[src/rtl/pwm_pkg.sv]
package pwm_pkg;

    // Address stride between channel register blocks (2**5 = 0x20 bytes)
    localparam int STRIDE_LOG2 = 5;

    localparam logic [STRIDE_LOG2-1:0] OFS_CTRL = 5'h00;
    localparam logic [STRIDE_LOG2-1:0] OFS_PER  = 5'h08;
    localparam logic [STRIDE_LOG2-1:0] OFS_DUTY = 5'h0C;

    // Control register bit positions
    localparam int BIT_START  = 0;
    localparam int BIT_COMMIT = 2;
    localparam int BIT_CONT   = 5;
    localparam int BIT_LEVEL  = 8;

    typedef enum logic {
        CH_STOPPED = 1'b0,
        CH_RUNNING = 1'b1
    } ch_state_t;

    typedef enum logic [1:0] {
        SEL_NONE,
        SEL_CTRL,
        SEL_PER,
        SEL_DUTY
    } reg_sel_t;

endpackage

[src/rtl/pwm_bus_decode.sv]
module pwm_bus_decode
    import pwm_pkg::*;
#(
    parameter int NUM_CH = 6,
    parameter int ADDR_W = 8
) (
    input  logic              bus_wr,
    input  logic [ADDR_W-1:0] bus_addr,
    output logic [NUM_CH-1:0] wr_ctrl,
    output logic [NUM_CH-1:0] wr_per,
    output logic [NUM_CH-1:0] wr_duty,
    output logic [NUM_CH-1:0] rd_hit,
    output reg_sel_t          rd_sel
);
    localparam int IDX_W = ADDR_W - STRIDE_LOG2;

    logic [IDX_W-1:0]       idx;
    logic [STRIDE_LOG2-1:0] ofs;
    reg_sel_t               sel;

    assign idx = bus_addr[ADDR_W-1:STRIDE_LOG2];
    assign ofs = bus_addr[STRIDE_LOG2-1:0];

    always_comb begin
        unique case (ofs)
            OFS_CTRL: sel = SEL_CTRL;
            OFS_PER:  sel = SEL_PER;
            OFS_DUTY: sel = SEL_DUTY;
            default:  sel = SEL_NONE;
        endcase
    end

    for (genvar i = 0; i < NUM_CH; i++) begin : g_ch
        logic hit;
        assign hit        = (idx == IDX_W'(i)) && (sel != SEL_NONE);
        assign rd_hit[i]  = hit;
        assign wr_ctrl[i] = bus_wr && hit && (sel == SEL_CTRL);
        assign wr_per[i]  = bus_wr && hit && (sel == SEL_PER);
        assign wr_duty[i] = bus_wr && hit && (sel == SEL_DUTY);
    end

    assign rd_sel = sel;

endmodule

[src/rtl/pwm_channel.sv]
module pwm_channel
    import pwm_pkg::*;
#(
    parameter int DATA_W = 32
) (
    input  logic              clk,
    input  logic              rst_n,
    input  logic              wr_ctrl,
    input  logic              wr_per,
    input  logic              wr_duty,
    input  logic [DATA_W-1:0] wdata,
    output logic [DATA_W-1:0] ctrl_rd,
    output logic [DATA_W-1:0] per_rd,
    output logic [DATA_W-1:0] duty_rd,
    output logic              pwm_o,
    output logic              run_o,
    output logic              pend_o,
    output logic              lvl_o
);
    localparam logic [DATA_W-1:0] ONE = DATA_W'(1);

    ch_state_t         st_q, st_d;
    logic              launch, halt, bound;
    logic [DATA_W-1:0] stg_per_q, stg_duty_q;
    logic [DATA_W-1:0] act_per_q, act_duty_q, cnt_q;
    logic [DATA_W-1:0] act_per_d, act_duty_d, cnt_d;
    logic              act_lvl_q, act_lvl_d;
    logic              cfg_lvl_q, cfg_lvl_d;
    logic              cont_q, pend_q, pend_d;
    logic              out_q, out_d;

    // Events decoded from the current state and the bus
    assign launch = (st_q == CH_STOPPED) && wr_ctrl && wdata[BIT_START];
    assign halt   = (st_q == CH_RUNNING) && wr_ctrl && !wdata[BIT_START];
    assign bound  = (st_q == CH_RUNNING) &&
                    ((act_per_q == '0) || (cnt_q == act_per_q - ONE));

    // Next-state logic
    always_comb begin
        st_d = st_q;
        unique case (st_q)
            CH_STOPPED: if (launch) st_d = CH_RUNNING;
            CH_RUNNING: if (halt)   st_d = CH_STOPPED;
            default:                st_d = CH_STOPPED;
        endcase
    end

    // State register
    always_ff @(posedge clk or negedge rst_n) begin
        if (!rst_n) st_q <= CH_STOPPED;
        else        st_q <= st_d;
    end

    // Counter, active set and pending flag
    always_comb begin
        act_per_d  = act_per_q;
        act_duty_d = act_duty_q;
        act_lvl_d  = act_lvl_q;
        cnt_d      = cnt_q;
        pend_d     = pend_q;
        if (launch) begin
            act_per_d  = stg_per_q;
            act_duty_d = stg_duty_q;
            act_lvl_d  = wdata[BIT_LEVEL];
            cnt_d      = '0;
            pend_d     = 1'b0;
        end else if (halt) begin
            cnt_d = '0;
        end else if (st_q == CH_RUNNING) begin
            if (bound) begin
                cnt_d = '0;
                if (pend_q) begin
                    act_per_d  = stg_per_q;
                    act_duty_d = stg_duty_q;
                    act_lvl_d  = cfg_lvl_q;
                    pend_d     = 1'b0;
                end
            end else begin
                cnt_d = cnt_q + ONE;
            end
        end
        // A fresh commit wins over a reload on the same edge
        if (wr_ctrl && wdata[BIT_COMMIT] && !launch) pend_d = 1'b1;
    end

    assign cfg_lvl_d = wr_ctrl ? wdata[BIT_LEVEL] : cfg_lvl_q;

    always_ff @(posedge clk or negedge rst_n) begin
        if (!rst_n) begin
            stg_per_q  <= '0;
            stg_duty_q <= '0;
            act_per_q  <= '0;
            act_duty_q <= '0;
            act_lvl_q  <= 1'b1;
            cnt_q      <= '0;
            pend_q     <= 1'b0;
            cfg_lvl_q  <= 1'b1;
            cont_q     <= 1'b0;
        end else begin
            if (wr_per)  stg_per_q  <= wdata;
            if (wr_duty) stg_duty_q <= wdata;
            if (wr_ctrl) cont_q     <= wdata[BIT_CONT];
            act_per_q  <= act_per_d;
            act_duty_q <= act_duty_d;
            act_lvl_q  <= act_lvl_d;
            cnt_q      <= cnt_d;
            pend_q     <= pend_d;
            cfg_lvl_q  <= cfg_lvl_d;
        end
    end

    // Output level, evaluated on next-cycle values and registered
    always_comb begin
        if (st_d == CH_RUNNING) begin
            if (act_per_d == '0)          out_d = !act_lvl_d;
            else if (cnt_d < act_duty_d)  out_d = act_lvl_d;
            else                          out_d = !act_lvl_d;
        end else begin
            out_d = !cfg_lvl_d;
        end
    end

    always_ff @(posedge clk or negedge rst_n) begin
        if (!rst_n) out_q <= 1'b0;
        else        out_q <= out_d;
    end

    always_comb begin
        ctrl_rd            = '0;
        ctrl_rd[BIT_START] = (st_q == CH_RUNNING);
        ctrl_rd[BIT_COMMIT] = pend_q;
        ctrl_rd[BIT_CONT]  = cont_q;
        ctrl_rd[BIT_LEVEL] = cfg_lvl_q;
    end

    assign per_rd  = stg_per_q;
    assign duty_rd = stg_duty_q;
    assign pwm_o   = out_q;
    assign run_o   = (st_q == CH_RUNNING);
    assign pend_o  = pend_q;
    assign lvl_o   = cfg_lvl_q;

endmodule

[src/rtl/pwm_multi_ctrl.sv]
module pwm_multi_ctrl
    import pwm_pkg::*;
#(
    parameter int NUM_CH = 6,
    parameter int DATA_W = 32,
    parameter int ADDR_W = 8
) (
    input  logic              clk,
    input  logic              rst_n,
    input  logic              bus_wr,
    input  logic [ADDR_W-1:0] bus_addr,
    input  logic [DATA_W-1:0] bus_wdata,
    output logic [DATA_W-1:0] bus_rdata,
    output logic [NUM_CH-1:0] pwm_out
);
    logic [NUM_CH-1:0] wr_ctrl, wr_per, wr_duty, rd_hit;
    reg_sel_t          rd_sel;
    logic [DATA_W-1:0] ctrl_rd [NUM_CH];
    logic [DATA_W-1:0] per_rd  [NUM_CH];
    logic [DATA_W-1:0] duty_rd [NUM_CH];
    logic [NUM_CH-1:0] ch_run, ch_pend, ch_lvl;

    pwm_bus_decode #(
        .NUM_CH (NUM_CH),
        .ADDR_W (ADDR_W)
    ) u_decode (
        .bus_wr   (bus_wr),
        .bus_addr (bus_addr),
        .wr_ctrl  (wr_ctrl),
        .wr_per   (wr_per),
        .wr_duty  (wr_duty),
        .rd_hit   (rd_hit),
        .rd_sel   (rd_sel)
    );

    for (genvar i = 0; i < NUM_CH; i++) begin : g_chan
        pwm_channel #(
            .DATA_W (DATA_W)
        ) u_chan (
            .clk     (clk),
            .rst_n   (rst_n),
            .wr_ctrl (wr_ctrl[i]),
            .wr_per  (wr_per[i]),
            .wr_duty (wr_duty[i]),
            .wdata   (bus_wdata),
            .ctrl_rd (ctrl_rd[i]),
            .per_rd  (per_rd[i]),
            .duty_rd (duty_rd[i]),
            .pwm_o   (pwm_out[i]),
            .run_o   (ch_run[i]),
            .pend_o  (ch_pend[i]),
            .lvl_o   (ch_lvl[i])
        );
    end

    always_comb begin
        bus_rdata = '0;
        for (int i = 0; i < NUM_CH; i++) begin
            if (rd_hit[i]) begin
                case (rd_sel)
                    SEL_CTRL: bus_rdata = ctrl_rd[i];
                    SEL_PER:  bus_rdata = per_rd[i];
                    SEL_DUTY: bus_rdata = duty_rd[i];
                    default:  bus_rdata = '0;
                endcase
            end
        end
    end

endmodule

[config.mk]
export PLATFORM = sky130hd
export DESIGN_NAME = pwm_multi_ctrl
export DESIGN_NICKNAME = d
export VERILOG_FILES = /design/src/rtl/pwm_pkg.sv /design/src/rtl/pwm_bus_decode.sv /design/src/rtl/pwm_channel.sv /design/src/rtl/pwm_multi_ctrl.sv
export SDC_FILE = /design/constraint.sdc
export NUM_CORES = 2
export LEC_CHECK = 0
export ABC_AREA = 1
export BUFFER_PORTS_ARGS = -buffer_cell sky130_fd_sc_hd__buf_2
export CAP_MARGIN = 30
export CELL_PAD_IN_SITES_DETAIL_PLACEMENT = 0
export CELL_PAD_IN_SITES_GLOBAL_PLACEMENT = 1
export CORE_UTILIZATION = 40
export CTS_CLUSTER_SIZE = 14
export DETAILED_ROUTE_END_ITERATION = 8
export GPL_ROUTABILITY_DRIVEN = 0
export GPL_TIMING_DRIVEN = 0
export PLACE_DENSITY_LB_ADDON = 0.1
export SKIP_CTS_REPAIR_TIMING = 1
export SYNTH_ARGS = -nofsm -noshare
export SYNTH_HDL_FRONTEND = slang
export SYNTH_SLANG_ARGS = --single-unit
[constraint.sdc]
create_clock -name clk -period 6.26 [get_ports clk]
set_input_delay 1.252 -clock clk [delete_from_list [all_inputs] [get_ports clk]]
set_output_delay 1.252 -clock clk [all_outputs]
set_load 0.02 [all_outputs]
==> impl_metrics.tcl <==
set metrics [dict create \
    coreArea_um2 142000 \
    hp-class "register to register" \
    regToRegSetupSlack_ns 0.48 \
    drv_cap 0 \
    synthCells 7659 \
    ys_seq_area_share_pct 43.7 \
    grt_max_degree 162 \
    synth-main-ff-cell "dfrtp_1" \
    max_freq_ghz 0.154 \
    wl_per_cell_um 23.4 \
    port_buffers 78 \
    crit_required_ns 5.01 \
    synth_seq_cells 996 \
    start_util_pct 40.3 \
    whs_path_depth 2 \
    tightest_slew_ns 1.16 \
    syn_area_um2 57100 \
    fin_worst_skew_ns 0.0433 \
    antenna_found_initial 25 \
    grt_pass1_vias 52100 \
    gr-total-overflow 0 \
    grt_use_total_pct 31.6 \
    drive_gt1_share_pct 6.12 \
    drt_pass1_iterations 8 \
    pre_cts_ws_ns -0.890 \
    p_per_area_nw_per_um2 240 \
    synth_area_per_cell_um2 7.45 \
    clock_path_buffers 3 \
    placed_cell_area_um2 60600 \
    clkSinkCount 996 \
    drc 0 \
    r2r_cells 26 \
    die-width_um 380 \
    grt_pass1_wl_um 340000 \
    grtUsageMet2_pct 51.4 \
    r2r_end "g_chan[2].u_chan.pwm_o" \
    viasPerCell 5.41 \
    yosysWarnings 0 \
    async_flop_share_pct 100 \
    vdd_ir_drop_max_mv 0.221 \
    clk_pin_slew_ns 0.06 \
    finalCriticalPeriod_ns 6.47 \
    synth.distinct_cells 55 \
    fin_crit_sh_pct 103 \
    hold_viol_final 0 \
    setup_ws_ns -0.215 \
    p_leak_uw 0.0323 \
    r2r_start "g_chan[2].u_chan.act_per_q[2]" \
    drt_wl_total_um 232000 \
    fin_setup_tns_ns -0.708 \
    status "complete, but fails checks" \
    ios 81 \
    root_buffer "clkbuf_16" \
    cts.htree.levels 3 \
    worst-setup-path-type "input pin to output port" \
    vias 53600 \
    grt_use_met3_pct 7.35 \
    dp_hpwl_um 185000 \
    critPathLaunch "bus_addr[1]" \
    postRouteAntennaNets 0 \
    cp-endpoint "bus_rdata[3]" \
    path_max_fanout 10 \
    startpoint_type "input pin" \
    timing.hold.ws_ns 0.480 \
    arrival_ns 5.22 \
    synthToLayoutAreaGrowth_pct 13.6 \
    num-nets-final 8158 \
    core.rowCount 138 \
    use_met1_pct 40.9 \
    multi_input_area_um2 27700 \
    relSlewSlack_pct 23.0 \
    cts_buffers 113 \
    drtIter0Drc 5326 \
    syn_nets 7900 \
    ff_latch_area_um2 24900 \
    design_area_um2 64800 \
    die_area_um2 144000 \
    setup_viol 13 \
    synth-edff-count 0 \
    insertion_delay_ns 0.77 \
    crit_path_end_kind "output port" \
    slew_violations 0 \
    violations "setup timing" \
    die_y_um 380 \
    cts_tree "built" \
    grt_busiest_layer "met2" \
    final.fill_count 14700 \
]
-- kinds of logic after synthesis --
kind of cell / share of synthesized area [%]
AO/OA/AOI/OAI: 11.9
AND/OR/NAND/NOR: 27.0
adder cells (fa/ha/maj): 4.34
XOR/XNOR: 4.86
flip-flops: 43.7
buffers and inverters: 8.19
-- worst min-delay path by stage --
stage                                        end                    startpoint
finish              g_chan[0].u_chan.duty_rd[14]  g_chan[0].u_chan.duty_rd[14]
global route        g_chan[0].u_chan.duty_rd[14]  g_chan[0].u_chan.duty_rd[14]
CTS                 g_chan[0].u_chan.duty_rd[29]  g_chan[0].u_chan.duty_rd[29]
detailed placement   g_chan[0].u_chan.per_rd[21]   g_chan[0].u_chan.per_rd[21]
global placement    g_chan[0].u_chan.duty_rd[13]  g_chan[0].u_chan.duty_rd[13]
floorplan                g_chan[1].u_chan.pend_o       g_chan[1].u_chan.pend_o
-- sequential cells by signal (all words and copies together) (netlist names) --
register and cells:
g_chan.u_chan.run_o 6, g_chan.u_chan.duty_rd 192, g_chan.u_chan.cont_q 6, g_chan.u_chan.act_lvl_q 6
g_chan.u_chan.cnt_q 192, g_chan.u_chan.act_duty_q 192, g_chan.u_chan.per_rd 192, g_chan.u_chan.pwm_o 6
g_chan.u_chan.lvl_o 6, g_chan.u_chan.pend_o 6, g_chan.u_chan.act_per_q 192
-- power breakdown --
part / internal [uW] / leakage (uW) / switching (uW)
clock network: 4120 / 0.00193 / 2910
registers: 6590 / 0.0129 / 186
logic: 558 / 0.0175 / 1180
total: 11300 / 0.0323 / 4270
-- through the flow --
step | total power [uW] | instances | util, %
global route | 16100 | 9898 | 45.8
detailed placement | 8620 | 9690 | 42.8
floorplan | 7880 | 7659 | -
CTS | 15600 | 9896 | 45.6
finish | 15500 | 9908 | 45.8
global placement | 8560 | 9627 | 42.3
-- layer usage --
layer  vias up  wire [um]
li1      25300          -
met1     26000      96800
met2      1877     107000
met3       424      19100
met4        12       9200
met5         -         57
-- synth_stat cells, drive strengths merged, types with 8 or more instances --
cell type,instances,area share [%]
a2111oi,29,0.45
a211oi,32,0.42
a21oi,173,1.5
a221oi,23,0.35
a22o,59,0.91
a31oi,41,0.45
buf,52,0.42
clkbuf,252,1.7
dfrtp,984,43
dfstp,12,0.55
ha,198,4.3
inv,925,6.1
nand2,2122,14
nand3,382,3.4
nand3b,43,0.57
nand4,108,1.2
nor2,876,5.8
nor3,90,0.83
nor3b,14,0.18
nor4,48,0.66
o2111ai,9,0.14
o211ai,12,0.16
o21ai,750,6.6
o21bai,8,0.11
o221ai,9,0.14
o22ai,50,0.55
or2,26,0.29
xnor2,95,1.5
xor2,201,3.1
-- cell usage in the layout, fill, tap and decap left out, types with 40 or more instances in the layout --
cell / synthesis / final
nand4_1: 108 / 108
nand3b_1: 43 / 43
a31oi_1: 41 / 41
ha_1: 198 / 198
xnor2_1: 95 / 95
nor4_1: 43 / 40
o21ai_0: 743 / 741
a22o_1: 59 / 59
xor2_1: 201 / 201
nor2_1: 874 / 864
nand3_1: 378 / 374
clkbuf_8: 0 / 41
o22ai_1: 50 / 48
nor3_1: 88 / 87
buf_2: 18 / 113
clkbuf_16: 0 / 113
a21oi_1: 173 / 173
nand2_1: 2122 / 2118
clkbuf_1: 252 / 239
inv_1: 924 / 923
dfrtp_1: 984 / 984
-- worst max-delay path, cell delays in order --
cell and delay, ns:
buf_2 0.09, or2_1 0.27, nor4_4 0.25, buf_8 0.24
inv_1 0.16, nand3_2 0.23, clkinvlp_4 0.25, buf_2 0.31
clkbuf_2 0.38, a22o_1 0.36, a2111oi_0 0.68, buf_2 0.30
a31oi_1 0.14, buf_2 0.26
-- layout make-up --
cell class	instances	area share, %
well taps	1890	3.65
clock inverters	35	0.683
multi-input cells	5430	42.7
plain buffers	303	1.91
repair buffers	144	1.87
inverters	929	5.38
diodes	10	0.0386
flip-flops and latches	996	38.5
clock buffers	171	5.33
Note: power is estimated with default switching activity, not from simulation.
